## src/rtl/cam_cap_pkg.sv

```systemverilog
`timescale 1ns/1ps
package cam_cap_pkg;
  parameter int unsigned LINE_W_DEF = 10;
  parameter int unsigned SYNC_STAGES_DEF = 2;

  typedef enum logic {
    EDGE_RISE = 1'b0,
    EDGE_FALL = 1'b1
  } edge_sel_e;
endpackage

```

## src/rtl/cam_sync_edge.sv

```systemverilog
`timescale 1ns/1ps
module cam_sync_edge
  import cam_cap_pkg::*;
#(
  parameter int unsigned STAGES = SYNC_STAGES_DEF,
  parameter edge_sel_e   SEL    = EDGE_RISE
) (
  input  logic clk_i,
  input  logic rst_ni,
  input  logic d_i,
  output logic pulse_o
);
  logic [STAGES-1:0] sync_q;
  logic              prev_q;
  logic              lvl;

  for (genvar s = 0; s < STAGES; s++) begin : g_stage
    if (s == 0) begin : g_first
      always_ff @(posedge clk_i or negedge rst_ni) begin
        if (!rst_ni) sync_q[0] <= 1'b0;
        else         sync_q[0] <= d_i;
      end
    end else begin : g_next
      always_ff @(posedge clk_i or negedge rst_ni) begin
        if (!rst_ni) sync_q[s] <= 1'b0;
        else         sync_q[s] <= sync_q[s-1];
      end
    end
  end

  assign lvl = sync_q[STAGES-1];

  always_ff @(posedge clk_i or negedge rst_ni) begin
    if (!rst_ni) prev_q <= 1'b0;
    else         prev_q <= lvl;
  end

  if (SEL == EDGE_FALL) begin : g_fall
    assign pulse_o = prev_q & ~lvl;
  end else begin : g_rise
    assign pulse_o = ~prev_q & lvl;
  end

  // one edge yields one pulse, never two in a row
  a_r6_single_pulse: assert property (@(posedge clk_i) disable iff (!rst_ni)
    pulse_o |=> !pulse_o);
endmodule

```

## src/rtl/cam_line_counter.sv

```systemverilog
`timescale 1ns/1ps
module cam_line_counter
  import cam_cap_pkg::*;
#(
  parameter int unsigned W = LINE_W_DEF
) (
  input  logic         clk_i,
  input  logic         rst_ni,
  input  logic         inc_i,
  input  logic         snap_i,
  output logic [W-1:0] cnt_o,
  output logic [W-1:0] last_o
);
  localparam logic [W-1:0] CntMax = '1;

  logic [W-1:0] cnt_q, last_q, cnt_inc;

  assign cnt_inc = (cnt_q == CntMax) ? CntMax : cnt_q + 1'b1;

  always_ff @(posedge clk_i or negedge rst_ni) begin
    if (!rst_ni) begin
      cnt_q  <= '0;
      last_q <= '0;
    end else if (snap_i) begin
      // a line edge coincident with the boundary closes into the old frame
      last_q <= inc_i ? cnt_inc : cnt_q;
      cnt_q  <= '0;
    end else if (inc_i) begin
      cnt_q <= cnt_inc;
    end
  end

  assign cnt_o  = cnt_q;
  assign last_o = last_q;

  a_r7_zero_after_snap: assert property (@(posedge clk_i) disable iff (!rst_ni)
    snap_i |=> (cnt_o == '0));
  a_r8_sat_hold: assert property (@(posedge clk_i) disable iff (!rst_ni)
    (!snap_i && cnt_o == CntMax) |=> (cnt_o == CntMax));
  a_r6_no_spurious: assert property (@(posedge clk_i) disable iff (!rst_ni)
    (!snap_i && !inc_i) |=> $stable(cnt_o));
endmodule

```

## src/rtl/cam_capture_ctrl.sv

```systemverilog
`timescale 1ns/1ps
module cam_capture_ctrl (
  input  logic clk_i,
  input  logic rst_ni,
  input  logic boundary_i,
  input  logic cap_req_i,
  input  logic query_i,
  output logic busy_o,
  output logic we_o,
  output logic done_valid_o,
  output logic done_o
);
  logic req_q, busy_q, done_q, we_q;
  logic done_d;

  always_comb begin
    done_d = done_q;
    if (query_i && !busy_q) done_d = 1'b0;
    if (boundary_i) begin
      if (req_q)       done_d = 1'b0;
      else if (busy_q) done_d = 1'b1;
    end
  end

  always_ff @(posedge clk_i or negedge rst_ni) begin
    if (!rst_ni) begin
      req_q        <= 1'b0;
      busy_q       <= 1'b0;
      done_q       <= 1'b0;
      we_q         <= 1'b0;
      done_valid_o <= 1'b0;
      done_o       <= 1'b0;
    end else begin
      done_valid_o <= query_i;
      done_o       <= query_i & ~busy_q & done_q;
      done_q       <= done_d;
      if (boundary_i) we_q <= req_q;
      if (cap_req_i)       req_q <= 1'b1;
      else if (boundary_i) req_q <= 1'b0;
      if (cap_req_i)                              busy_q <= 1'b1;
      else if (boundary_i && !req_q && busy_q)    busy_q <= 1'b0;
    end
  end

  assign busy_o = busy_q;
  assign we_o   = we_q;

  a_r2_req_busy: assert property (@(posedge clk_i) disable iff (!rst_ni)
    cap_req_i |=> busy_o);
  a_r3_start: assert property (@(posedge clk_i) disable iff (!rst_ni)
    (boundary_i && req_q) |=> (we_o && busy_o));
  a_r4_stop: assert property (@(posedge clk_i) disable iff (!rst_ni)
    (boundary_i && !req_q && !cap_req_i) |=> (!we_o && !busy_o));
  a_r5_we_only_at_boundary: assert property (@(posedge clk_i) disable iff (!rst_ni)
    !boundary_i |=> $stable(we_o));
  a_r9_masked_busy: assert property (@(posedge clk_i) disable iff (!rst_ni)
    (query_i && busy_o) |=> (done_valid_o && !done_o));
endmodule

```

## src/rtl/cam_frame_capture.sv

```systemverilog
`timescale 1ns/1ps
module cam_frame_capture
  import cam_cap_pkg::*;
#(
  parameter int unsigned LINE_W      = LINE_W_DEF,
  parameter int unsigned SYNC_STAGES = SYNC_STAGES_DEF
) (
  input  logic              clk_i,
  input  logic              rst_ni,
  input  logic              vsync_i,
  input  logic              href_i,
  input  logic              cap_req_i,
  input  logic              done_query_i,
  output logic              busy_o,
  output logic              fifo_we_o,
  output logic              done_valid_o,
  output logic              done_o,
  output logic [LINE_W-1:0] line_cnt_o,
  output logic [LINE_W-1:0] last_lines_o
);
  localparam int unsigned NumIn = 2;
  localparam edge_sel_e EdgeSel [NumIn] = '{EDGE_FALL, EDGE_RISE};

  logic [NumIn-1:0] raw_in, pulse;
  logic             boundary, line_edge;

  assign raw_in = {href_i, vsync_i};

  for (genvar i = 0; i < NumIn; i++) begin : g_in
    cam_sync_edge #(.STAGES(SYNC_STAGES), .SEL(EdgeSel[i])) u_edge (
      .clk_i  (clk_i),
      .rst_ni (rst_ni),
      .d_i    (raw_in[i]),
      .pulse_o(pulse[i])
    );
  end

  assign boundary  = pulse[0];
  assign line_edge = pulse[1];

  cam_capture_ctrl u_ctrl (
    .clk_i       (clk_i),
    .rst_ni      (rst_ni),
    .boundary_i  (boundary),
    .cap_req_i   (cap_req_i),
    .query_i     (done_query_i),
    .busy_o      (busy_o),
    .we_o        (fifo_we_o),
    .done_valid_o(done_valid_o),
    .done_o      (done_o)
  );

  cam_line_counter #(.W(LINE_W)) u_lines (
    .clk_i (clk_i),
    .rst_ni(rst_ni),
    .inc_i (line_edge),
    .snap_i(boundary),
    .cnt_o (line_cnt_o),
    .last_o(last_lines_o)
  );

  a_r7_snap_only_at_boundary: assert property (@(posedge clk_i) disable iff (!rst_ni)
    !boundary |=> $stable(last_lines_o));
endmodule

```

## config.mk

```make
export PLATFORM = sky130hd
export DESIGN_NAME = cam_frame_capture
export DESIGN_NICKNAME = d
export VERILOG_FILES = /design/src/rtl/cam_cap_pkg.sv /design/src/rtl/cam_sync_edge.sv /design/src/rtl/cam_line_counter.sv /design/src/rtl/cam_capture_ctrl.sv /design/src/rtl/cam_frame_capture.sv
export SDC_FILE = /design/constraint.sdc
export NUM_CORES = 1
export LEC_CHECK = 0
export CAP_MARGIN = 10
export CORE_MARGIN = 2
export CORE_UTILIZATION = 37
export DETAILED_ROUTE_END_ITERATION = 7
export PLACE_DENSITY = 0.62
export SYNTH_ARGS = -nofsm -noshare
export SYNTH_HDL_FRONTEND = slang
export SYNTH_SLANG_ARGS = --single-unit
```

## constraint.sdc

```tcl
create_clock -name clk_i -period 1.6 [get_ports clk_i]
set_input_delay 0.32 -clock clk_i [delete_from_list [all_inputs] [get_ports clk_i]]
set_output_delay 0.32 -clock clk_i [all_outputs]
set_load 0.01 [all_outputs]
```

==> results.md <==
- Status: complete, no violations
- Clock latency on the worst-skew pair: 0.32 ns
- Initial antenna violation count: 0
- VDD IR max: 628 µV
- Gpl congestion: 0.764
- Most used DFF post-synth: dfrtp_1
- RSZ-0062 raised after global routing: yes
- CP Cell Sequence: clkdlybuf4s50_1
- Synth Instances: 117
- Vias per cell: 4.63
- Core region area: 0.00336 mm²
- First-pass GRT wire length: 4620 µm
- I/O pin count: 30
- Worst min-delay path startpoint: g_in[1].u_edge.sync_q[0]$_DFF_PN0_
- Tot GR Track Use: 15.3%
- CP Class: register to output pin
- Count leader, synth: dfrtp_1
- DPL Wire Length: 1780 µm
- Highest clock rate: 643 MHz
- Pin count of the biggest net entering global routing: 33
- Critical Path RT: 1.28 ns
- Synthesized area: 0.00130 mm²
- # DRC: 0
- CP endpoint kind: output pin
- Share of post-route cells with drive strength above 1: 21.3%
- Rows: 21
- Top cells by count, synth: 32 x dfrtp_1, 17 x nand2_1, 15 x nor2_1, 12 x o21ai_0, 4 x nand2b_1
- Slowest CP cell: clkdlybuf4s50_1
- Lkg Pwr: 0.956 nW
- Hold Path Class: register to register
- Crit path launch type: register
- Total Wirelength: 2640 µm
- Routed Antenna Nets: 0
- Worst Path Arrival: 1.24 ns
- Grt ovf: 0
- Register-to-register setup slack: 0.04 ns
- Initial Util: 38.7%
- Final hold viol count: 0
- Die X: 63.3 µm
- Maximum fanout along the worst path: 2
- Power Total: 1.62 mW
- Max Root-Sink Buffers: 2
- Hold endpoint: g_in[1].u_edge.lvl$_DFF_PN0_
- Synth area leader: dfrtp_1
- Nets: 175
- CTS Buf Count: 5
- FF-to-FF path depth: 6
- Worst R2R End: u_lines.last_o[8]$_DFFE_PN0N_
- Hold path cells: 0
- Sink Count: 32
- Syn avg cell area: 11.1 µm²
- Async set-reset flop share out of synthesis: 100%
- CTS tree: done
- Synth area leaders: dfrtp_1 62%, nand2_1 4.9%, o21ai_0 4.6%
- Initial DRC count: 53
- N_diodes: 0
- Post-synthesis sequential area ratio: 61.5%
- Via count: 995
- Cell variety after synth: 28
- Synthesis-to-finish area growth: 43.9%
- Slowest stage delay, CP: 0.55 ns
- Vias in the first global route: 1,032
- EDFF count, synth: 0
- Clock transition at path regs: 0.09 ns
- Hold buffers post-CTS: 0
- Top delay family on crit path: buffers and inverters
- 1st-pass router iterations: 6
- Clock skew: 0.00920 ns
- CTS HTree Levels: 2
- Max-slew headroom: 73.9%
- Worst-margin pin slew: 0.391 ns
- Max-Cap Viols: 0
- Placed cell count: 197
- Final period utilization: 97.2%
- Reg-to-Reg Start: u_lines.cnt_o[0]$_DFF_PN0_
- Final Slew Violations: 0
- Buf/Inv on CP: 1
- Die height: 63.3 µm
- Flops & latches, synth: 32
- Die ar.: 0.00401 mm²
- Fin crit period: 1.56 ns
- Yosys top cell area share: 61.5%
- Power per cell area: 867 mW/mm²
- Synthesized Nets: 124
- Final Instance Count excl. Fillers: 215
- Yosys warns: 0
- Setup-failing EPs final: 0
- Root Driver: clkbuf_4
- WL/cell: 12.3 µm
- I/O Buffers: 29
worst max path at each step:
stage	end	slack (ns)	from	cells past startpoint
after floorplan	u_lines.last_o[8]$_DFFE_PN0N_	0.01	u_lines.cnt_o[0]$_DFF_PN0_	5
after global placement	u_lines.last_o[7]$_DFFE_PN0N_	0.05	g_in[1].u_edge.lvl$_DFF_PN0_	4
after detailed placement	u_lines.last_o[2]$_DFFE_PN0N_	0.02	u_lines.cnt_o[1]$_DFF_PN0_	5
after CTS	u_lines.last_o[1]$_DFFE_PN0N_	0.003	u_lines.cnt_o[0]$_DFF_PN0_	6
after global routing	u_lines.last_o[8]$_DFFE_PN0N_	-0.04	u_lines.cnt_o[0]$_DFF_PN0_	6
final	last_lines_o[8]	0.04	u_lines.last_o[8]$_DFFE_PN0N_	1
what timing repair did:
action                     CTS  global route
pin swaps                    1             1
buffers inserted             7             3
gates resized for setup     11             9
setup endpoints to repair   14            18
sequential cells by signal, summed over array words and instances, names as in the netlist, 2 cells and up:
| register | cells |
|---|---|
| u_lines.last_o | 10 |
| u_lines.cnt_o | 10 |
| g_in.u_edge.sync_q | 2 |
| g_in.u_edge.prev_q | 2 |
| g_in.u_edge.lvl | 2 |
cell families after synthesis:
kind of cell,count (synthesis),share of synthesized area [%]
multiplexers,4,3.27
buffers and inverters,6,1.73
flip-flops,32,61.5
AO/OA/AOI/OAI,23,10.1
adder cells (fa/ha/maj),1,0.961
AND/OR/NAND/NOR,49,21.1
XOR/XNOR,2,1.35
layout make-up:
cell class / instances / area [µm²]
clock buffer: 8 / 58.8
tap: 46 / 57.6
multi-input combinational: 79 / 515
timing repair buffer: 47 / 429
sequential: 32 / 801
fill: 329 / 1490
inverter: 3 / 11.3
through the flow:
| step | cell area [µm²] | setup TNS [ns] | worst slack (ns) | hold WS, ns | util (%) |
|---|---|---|---|---|---|
| final | 1870 | 0 | 0.0442 | 0.356 | 55.7 |
| after CTS | 1830 | 0 | 0.00342 | 0.357 | 54.4 |
| after detailed placement | 1710 | 0 | 0.0172 | 0.335 | 50.8 |
| after global routing | 1870 | -0.0801 | -0.0432 | 0.377 | 55.7 |
| after global placement | 1710 | 0 | 0.0464 | 0.332 | 50.8 |
| after floorplan | 1310 | 0 | 0.0104 | 0.0244 | - |
cell usage in the layout, fill, tap and decap left out, drive strengths merged, types with 2 or more instances in the layout:
master          n
a21o            2
a21oi           3
buf            18
clkbuf          8
clkdlybuf4s50  17
dfrtp          32
dlygate4sd2     8
dlymetal6s2s    4
inv             3
mux2            2
mux2i           2
nand2          17
nand2b          4
nor2           15
nor2b           3
nor3            2
o21ai          14
xnor2           2
power breakdown:
| part | internal [mW] | switching, mW |
|---|---|---|
| Clock | 0.217 | 0.253 |
| Sequential | 0.860 | 0.0360 |
| Combinational | 0.137 | 0.122 |
layer usage:
metal / global-route usage [%] / routed length (µm) / vias to the layer above
met4: 7.34 / 55 / 0
met3: 4.82 / 93 / 6
met5: 0 / 0 / -
met1: 17.7 / 1150 / 472
li1: - / - / 502
met2: 25.7 / 1340 / 15
Power figures use the tool's default switching activity.
